## src/rtl/acc_alu_pkg.sv

```systemverilog
package acc_alu_pkg;

    localparam int BYTE_W = 8;
    localparam int NIB_W  = BYTE_W / 2;
    localparam int DEC_MOD = 100;

    localparam int FL_N = 7;
    localparam int FL_V = 6;
    localparam int FL_D = 3;
    localparam int FL_Z = 1;
    localparam int FL_C = 0;

    typedef enum logic [3:0] {
        OP_ADC  = 4'd0,
        OP_SBC  = 4'd1,
        OP_CMP  = 4'd2,
        OP_AND  = 4'd3,
        OP_ORA  = 4'd4,
        OP_EOR  = 4'd5,
        OP_BIT  = 4'd6,
        OP_INC  = 4'd7,
        OP_DEC  = 4'd8,
        OP_ASL  = 4'd9,
        OP_LSR  = 4'd10,
        OP_ROL  = 4'd11,
        OP_ROR  = 4'd12,
        OP_LOAD = 4'd13,
        OP_PASS = 4'd14,
        OP_PSX  = 4'd15
    } alu_op_e;

    typedef struct packed {
        logic [BYTE_W-1:0] res;
        logic [BYTE_W-1:0] stat;
    } alu_out_t;

    // Value of a packed two-digit decimal byte.
    function automatic int bcd_value(input logic [BYTE_W-1:0] v);
        return int'(v[BYTE_W-1:NIB_W]) * 10 + int'(v[NIB_W-1:0]);
    endfunction

    // Pack a value in 0..99 back into two decimal digits.
    function automatic logic [BYTE_W-1:0] bcd_pack(input int v);
        return {NIB_W'(v / 10), NIB_W'(v % 10)};
    endfunction

endpackage

```

## src/rtl/acc_alu_adder.sv

```systemverilog
module acc_alu_adder
    import acc_alu_pkg::*;
(
    input  logic [BYTE_W-1:0] a_i,
    input  logic [BYTE_W-1:0] b_i,
    input  logic              carry_i,
    input  logic              sub_i,
    input  logic              dec_i,
    output logic [BYTE_W-1:0] sum_o,
    output logic              carry_o,
    output logic              ovf_o
);

    logic [BYTE_W-1:0] b_eff;
    logic [BYTE_W:0]   bin_sum;
    logic [BYTE_W-1:0] dec_sum;
    logic              dec_carry;

    // Binary path: subtraction is addition of the complement with the
    // carry flag acting as the inverted borrow.
    always_comb begin
        b_eff   = sub_i ? ~b_i : b_i;
        bin_sum = {1'b0, a_i} + {1'b0, b_eff} + {{BYTE_W{1'b0}}, carry_i};
    end

    // Decimal path on the integer values of both digit pairs.
    always_comb begin
        int a_val;
        int b_val;
        int t;
        a_val = bcd_value(a_i);
        b_val = bcd_value(b_i);
        if (sub_i) begin
            t = a_val - b_val - (carry_i ? 0 : 1);
            if (t < 0) begin
                dec_carry = 1'b0;
                t = t + DEC_MOD;
            end else begin
                dec_carry = 1'b1;
            end
        end else begin
            t = a_val + b_val + (carry_i ? 1 : 0);
            if (t >= DEC_MOD) begin
                dec_carry = 1'b1;
                t = t - DEC_MOD;
            end else begin
                dec_carry = 1'b0;
            end
        end
        dec_sum = bcd_pack(t);
    end

    always_comb begin
        sum_o   = dec_i ? dec_sum : bin_sum[BYTE_W-1:0];
        carry_o = dec_i ? dec_carry : bin_sum[BYTE_W];
        ovf_o   = (a_i[BYTE_W-1] == b_eff[BYTE_W-1]) &&
                  (bin_sum[BYTE_W-1] != a_i[BYTE_W-1]);
    end

endmodule

```

## src/rtl/acc_alu_bitops.sv

```systemverilog
module acc_alu_bitops
    import acc_alu_pkg::*;
(
    input  alu_op_e           op_i,
    input  logic [BYTE_W-1:0] a_i,
    input  logic [BYTE_W-1:0] m_i,
    input  logic              carry_i,
    output logic [BYTE_W-1:0] res_o,
    output logic              carry_o
);

    always_comb begin
        res_o   = a_i;
        carry_o = carry_i;
        case (op_i)
            OP_AND:  res_o = a_i & m_i;
            OP_ORA:  res_o = a_i | m_i;
            OP_EOR:  res_o = a_i ^ m_i;
            OP_INC:  res_o = a_i + {{(BYTE_W-1){1'b0}}, 1'b1};
            OP_DEC:  res_o = a_i - {{(BYTE_W-1){1'b0}}, 1'b1};
            OP_LOAD: res_o = m_i;
            OP_ASL: begin
                res_o   = {a_i[BYTE_W-2:0], 1'b0};
                carry_o = a_i[BYTE_W-1];
            end
            OP_LSR: begin
                res_o   = {1'b0, a_i[BYTE_W-1:1]};
                carry_o = a_i[0];
            end
            OP_ROL: begin
                res_o   = {a_i[BYTE_W-2:0], carry_i};
                carry_o = a_i[BYTE_W-1];
            end
            OP_ROR: begin
                res_o   = {carry_i, a_i[BYTE_W-1:1]};
                carry_o = a_i[0];
            end
            default: begin
                res_o   = a_i;
                carry_o = carry_i;
            end
        endcase
    end

endmodule

```

## src/rtl/acc_alu.sv

```systemverilog
module acc_alu
    import acc_alu_pkg::*;
#(
    parameter bit REG_OUT = 1'b1
) (
    input  logic       clk,
    input  logic       rst_n,
    input  logic [3:0] op_i,
    input  logic [7:0] reg_i,
    input  logic [7:0] mem_i,
    input  logic [7:0] stat_i,
    output logic [7:0] res_o,
    output logic [7:0] stat_o
);

    alu_op_e           op;
    logic [BYTE_W-1:0] add_sum;
    logic              add_carry;
    logic              add_ovf;
    logic [BYTE_W-1:0] bit_res;
    logic              bit_carry;
    logic [BYTE_W-1:0] cmp_diff;
    alu_out_t          out_d;

    assign op = alu_op_e'(op_i);

    acc_alu_adder u_adder (
        .a_i     (reg_i),
        .b_i     (mem_i),
        .carry_i (stat_i[FL_C]),
        .sub_i   (op == OP_SBC),
        .dec_i   (stat_i[FL_D]),
        .sum_o   (add_sum),
        .carry_o (add_carry),
        .ovf_o   (add_ovf)
    );

    acc_alu_bitops u_bitops (
        .op_i    (op),
        .a_i     (reg_i),
        .m_i     (mem_i),
        .carry_i (stat_i[FL_C]),
        .res_o   (bit_res),
        .carry_o (bit_carry)
    );

    assign cmp_diff = reg_i - mem_i;

    always_comb begin
        out_d.res  = reg_i;
        out_d.stat = stat_i;
        case (op)
            OP_ADC, OP_SBC: begin
                out_d.res        = add_sum;
                out_d.stat[FL_C] = add_carry;
                out_d.stat[FL_V] = add_ovf;
                out_d.stat[FL_N] = add_sum[BYTE_W-1];
                out_d.stat[FL_Z] = (add_sum == '0);
            end
            OP_CMP: begin
                out_d.stat[FL_C] = (mem_i <= reg_i);
                out_d.stat[FL_N] = cmp_diff[BYTE_W-1];
                out_d.stat[FL_Z] = (cmp_diff == '0);
            end
            OP_BIT: begin
                out_d.stat[FL_Z] = ((reg_i & mem_i) == '0);
                out_d.stat[FL_N] = mem_i[BYTE_W-1];
                out_d.stat[FL_V] = mem_i[BYTE_W-2];
            end
            OP_AND, OP_ORA, OP_EOR, OP_INC, OP_DEC, OP_LOAD: begin
                out_d.res        = bit_res;
                out_d.stat[FL_N] = bit_res[BYTE_W-1];
                out_d.stat[FL_Z] = (bit_res == '0);
            end
            OP_ASL, OP_LSR, OP_ROL, OP_ROR: begin
                out_d.res        = bit_res;
                out_d.stat[FL_C] = bit_carry;
                out_d.stat[FL_N] = bit_res[BYTE_W-1];
                out_d.stat[FL_Z] = (bit_res == '0);
            end
            default: begin
                out_d.res  = reg_i;
                out_d.stat = stat_i;
            end
        endcase
    end

    generate
        if (REG_OUT) begin : g_reg
            alu_out_t out_q;

            always_ff @(posedge clk or negedge rst_n) begin
                if (!rst_n) begin
                    out_q <= '0;
                end else begin
                    out_q <= out_d;
                end
            end

            assign res_o  = out_q.res;
            assign stat_o = out_q.stat;

            AST_CMP_KEEPS_REG: assert property (@(posedge clk) disable iff (!rst_n)
                (op_i == OP_CMP) |=> (res_o == $past(reg_i)) &&
                                     (stat_o[FL_V] == $past(stat_i[FL_V])));

            AST_BIT_COPIES: assert property (@(posedge clk) disable iff (!rst_n)
                (op_i == OP_BIT) |=> (stat_o[FL_N] == $past(mem_i[7])) &&
                                     (stat_o[FL_V] == $past(mem_i[6])) &&
                                     (res_o == $past(reg_i)));

            AST_UPPER_PASS: assert property (@(posedge clk) disable iff (!rst_n)
                (op_i != OP_ADC) |=> (stat_o[5:2] == $past(stat_i[5:2])));

            AST_ZERO_TRACKS: assert property (@(posedge clk) disable iff (!rst_n)
                ((op_i == OP_AND) || (op_i == OP_ORA) || (op_i == OP_EOR) ||
                 (op_i == OP_INC) || (op_i == OP_DEC) || (op_i == OP_LOAD))
                |=> (stat_o[FL_Z] == (res_o == 8'h00)) &&
                    (stat_o[FL_C] == $past(stat_i[FL_C])));

            AST_LEFT_CARRY: assert property (@(posedge clk) disable iff (!rst_n)
                ((op_i == OP_ASL) || (op_i == OP_ROL))
                |=> (stat_o[FL_C] == $past(reg_i[7])) &&
                    (res_o[7:1] == $past(reg_i[6:0])));

            AST_DEC_ADD_RANGE: assert property (@(posedge clk) disable iff (!rst_n)
                ((op_i == OP_ADC) && stat_i[FL_D] &&
                 (reg_i[7:4] < 4'd10) && (reg_i[3:0] < 4'd10) &&
                 (mem_i[7:4] < 4'd10) && (mem_i[3:0] < 4'd10))
                |=> (res_o[7:4] < 4'd10) && (res_o[3:0] < 4'd10));
        end else begin : g_comb
            assign res_o  = out_d.res;
            assign stat_o = out_d.stat;
        end
    endgenerate

endmodule

```

## config.mk

```make
export PLATFORM = sky130hd
export DESIGN_NAME = acc_alu
export DESIGN_NICKNAME = d
export VERILOG_FILES = /design/src/rtl/acc_alu_pkg.sv /design/src/rtl/acc_alu_adder.sv /design/src/rtl/acc_alu_bitops.sv /design/src/rtl/acc_alu.sv
export SDC_FILE = /design/constraint.sdc
export NUM_CORES = 1
export LEC_CHECK = 0
export BUFFER_PORTS_ARGS = -buffer_cell sky130_fd_sc_hd__buf_2
export CAP_MARGIN = 10
export CELL_PAD_IN_SITES_DETAIL_PLACEMENT = 0
export CELL_PAD_IN_SITES_GLOBAL_PLACEMENT = 2
export CORE_AREA = 2 2 145 161
export CTS_CLUSTER_SIZE = 30
export DETAILED_ROUTE_END_ITERATION = 6
export DIE_AREA = 0 0 147 163
export PLACE_DENSITY_LB_ADDON = 0.3
export SLEW_MARGIN = 20
export SYNTH_ARGS = -nofsm -noshare
export SYNTH_HDL_FRONTEND = slang
export SYNTH_SLANG_ARGS = --single-unit
```

## constraint.sdc

```tcl
create_clock -name clk -period 0.8 [get_ports clk]
set_clock_uncertainty 0.05 [all_clocks]
set_input_delay 0.08 -clock clk [delete_from_list [all_inputs] [get_ports clk]]
set_output_delay 0.08 -clock clk [all_outputs]
set_load 0.1 [all_outputs]
```

==> flow_metrics.py <==
metrics = {
    "routing": {
        "drtIter0Drc": 336,
        "routed_wl_um": 26900,
        "routedWlPerCell_um": 16.6,
        "num_vias": 8396,
        "detail-route-antenna-nets": 0,
        "viasPerCell": 5.18,
        "drc_errors": 0,
        "first_pass_iters": 5,
    },
    "synth": {
        "ys_ff_latch": 16,
        "synth_top_area_share_pct": 15.7,
        "async_reset_ff_share_pct": 100,
        "synth-edff-count": 0,
        "synth_cell_type_count": 105,
        "synthTopCellsByArea": "ha_1 16%, xnor2_1 7.1%, dfrtp_1 6.0%",
        "yosys_warnings": 0,
        "syn_avg_cell_area_um2": 7.48,
        "synthCells": 885,
        "synth_seq_area_share_pct": 6.04,
        "syn_nets": 1010,
        "netlist_area_mm2": 0.00662,
        "synth-main-ff-cell": "dfrtp_1",
        "netlist.top_cell.by_area": "ha_1",
    },
    "timing": {
        "tightestPinTransition_ns": 1.06,
        "relSlewSlack_pct": 28.6,
        "max_freq_mhz": 121,
        "tns_ns": -76.49,
        "slew_violations": 0,
        "fin_crit_sh_pct": 1030,
        "final.min_clock_period_ns": 8.27,
        "final_hold_viol_count": 0,
        "rsz0062_at_grt": "true",
        "setup_viol": 28,
        "worst_slack_ns": -7.47,
    },
    "finish": {
        "fillers": 2110,
        "final_common_cell": "buf_4",
        "mostFrequentLayoutCells": "383 x buf_4, 77 x nor2_1, 69 x ha_1",
        "multi_input_area_mm2": 0.00720,
        "seq_area_um2": 419,
        "finalNonFillerCells": 1621,
        "antenna_cells": 0,
        "drive_gt1_share_pct": 52.5,
        "layout.nets": 1447,
        "fin_area_mm2": 0.0121,
        "area_delta_synth_final_pct": 83.0,
    },
    "placed_design": {
        "hpwlAfterDp_um": 20600,
        "numPortBuffers": 45,
        "dp_slack_ns": -7.85,
        "dp.cells": 1537,
        "placedInstanceArea_mm2": 0.0102,
        "place.gp.congestion": 0.916,
    },
    "clock_tree": {
        "cts_tree": "yes",
        "clockBufferDepth": 2,
        "cts_root_buffer": "clkbuf_16",
        "htree_levels": 1,
        "clock_sinks": 16,
        "cts_buffers": 3,
        "cts.reportedPaths.clkPinSlew_ns": 0.05,
    },
    "grt": {
        "grtUsageTotal_pct": 21.7,
        "grt_pass1_vias": 8424,
        "antenna_found_initial": 0,
        "overflow": 0,
        "grt_pass1_wl_um": 43000,
        "grt_max_degree": 21,
    },
    "critical_path": {
        "path_max_fanout": 8,
        "cp_slowest_stage_delay_ns": 0.50,
        "startpoint_type": "input pin",
        "worst_ep_required_time_ns": 0.85,
        "end_kind": "flip-flop",
        "arrival_ns": 8.33,
        "critPathMostFrequentCell": "buf_4",
        "crit_path_top_delay_cell": "fa_1",
        "setup.worst_path.class": "in2reg",
    },
    "floorplan": {
        "die_w_um": 147,
        "dieArea_mm2": 0.0240,
        "core_area_mm2": 0.0225,
        "io_pins": 46,
        "fp-row-count": 58,
        "die_height_um": 163,
        "start_util_pct": 29.4,
    },
    "hold_path": {
        "hold_class": "in2reg",
    },
    "outcome": {
        "outcome": "finished, violations left",
        "violations": "negative setup slack",
    },
    "run": {
        "drv_cap": 0,
    },
}
[layer usage]
metal / global-route usage, % / wire length [um]
met1: 27.9 / 11800
met3: 0.784 / 532
met5: 0 / 0
met2: 41.4 / 14100
met4: 2.88 / 439
[path summary, 6_finish.rpt]
| path | cells after the start | startpoint | slack (ns) | to |
|---|---|---|---|---|
| max in group asynchronous | 2 | rst_n | 0.16 | stat_o[6] |
| max | 56 | mem_i[7] | -7.47 | stat_o[0] |
| min | 1 | stat_i[3] | 0.04 | stat_o[3] |
| min in group asynchronous | 2 | rst_n | 0.25 | stat_o[4] |
[flip-flops by register name, summed over array words and instances (netlist names)]
name / flops
res_o: 8
stat_o: 8
[synth_stat cells, types with 4 or more instances]
| cell | n |
|---|---|
| a211oi_1 | 8 |
| nor2_1 | 93 |
| buf_2 | 10 |
| nor2b_1 | 9 |
| o211a_1 | 7 |
| or3_1 | 6 |
| or2_2 | 5 |
| a222oi_1 | 5 |
| fa_1 | 12 |
| o211ai_1 | 13 |
| nand2_1 | 67 |
| o311ai_0 | 5 |
| nand3_1 | 16 |
| xnor2_1 | 54 |
| o2111ai_1 | 4 |
| o21bai_1 | 10 |
| o221ai_1 | 5 |
| a21oi_1 | 56 |
| a221oi_1 | 13 |
| a22oi_1 | 10 |
| nand2b_1 | 14 |
| inv_1 | 54 |
| a31oi_1 | 13 |
| clkbuf_1 | 19 |
| xor2_1 | 18 |
| o21ai_0 | 38 |
| a21o_1 | 22 |
| dfrtp_1 | 16 |
| o21a_1 | 8 |
| o31ai_1 | 6 |
| o21ai_1 | 5 |
| ha_1 | 83 |
| and3_1 | 6 |
| o22ai_1 | 7 |
| and2_1 | 7 |
| mux2i_1 | 12 |
| nand4_1 | 11 |
| o21ai_2 | 4 |
| nor4_1 | 6 |
| nand3b_1 | 4 |
| nor3_1 | 24 |
| a32oi_1 | 4 |
| a21boi_0 | 4 |
[repair_timing]
item | 4_1_cts | 5_1_grt
hold endpoints to repair | 19 | 0
setup buffers | 64 | 19
resized for setup | 140 | 100
hold buffers | 4 | 0
pin swaps | 64 | 65
gates cloned | 1 | 1
endpoints found under the setup margin | 28 | 28
[cell type report]
cell class	instances	share of cell area [%]
well taps	300	3.10
flip-flops and latches	16	3.46
repair buffers	465	31.7
inverters	54	1.67
clock buffers	4	0.733
multi-input cells	782	59.4
[through the flow]
step | util [%] | hold slack (ns)
after floorplan | - | -0.266
after global placement | 45.2 | -0.0385
after detailed placement | 45.2 | -0.0299
after CTS | 51.2 | 0.0296
after global routing | 53.9 | 0.0564
final | 53.9 | 0.0432
[critical path: cells and delay by family]
kind                       cells  cell delay, ns
adders and majority gates      4            1.24
xor gates and xnor gates       1            0.23
buffers and inverters         42            5.16
AOI/OAI and AO/OA              7            1.42
and+or+nand+nor                2            0.21
[kinds of logic after synthesis]
| logic type | count (synthesis) | share of synthesized area, % |
|---|---|---|
| compound gates | 305 | 35.4 |
| simple gates | 292 | 21.6 |
| fa+ha+maj | 97 | 19.6 |
| buf+inv | 89 | 5.53 |
| xor+xnor | 73 | 9.77 |
| flops | 16 | 6.04 |
| mux | 13 | 2.04 |
Power is not shown: default switching activity piles up to over one toggle a cycle in this logic, so the estimate is an artifact.
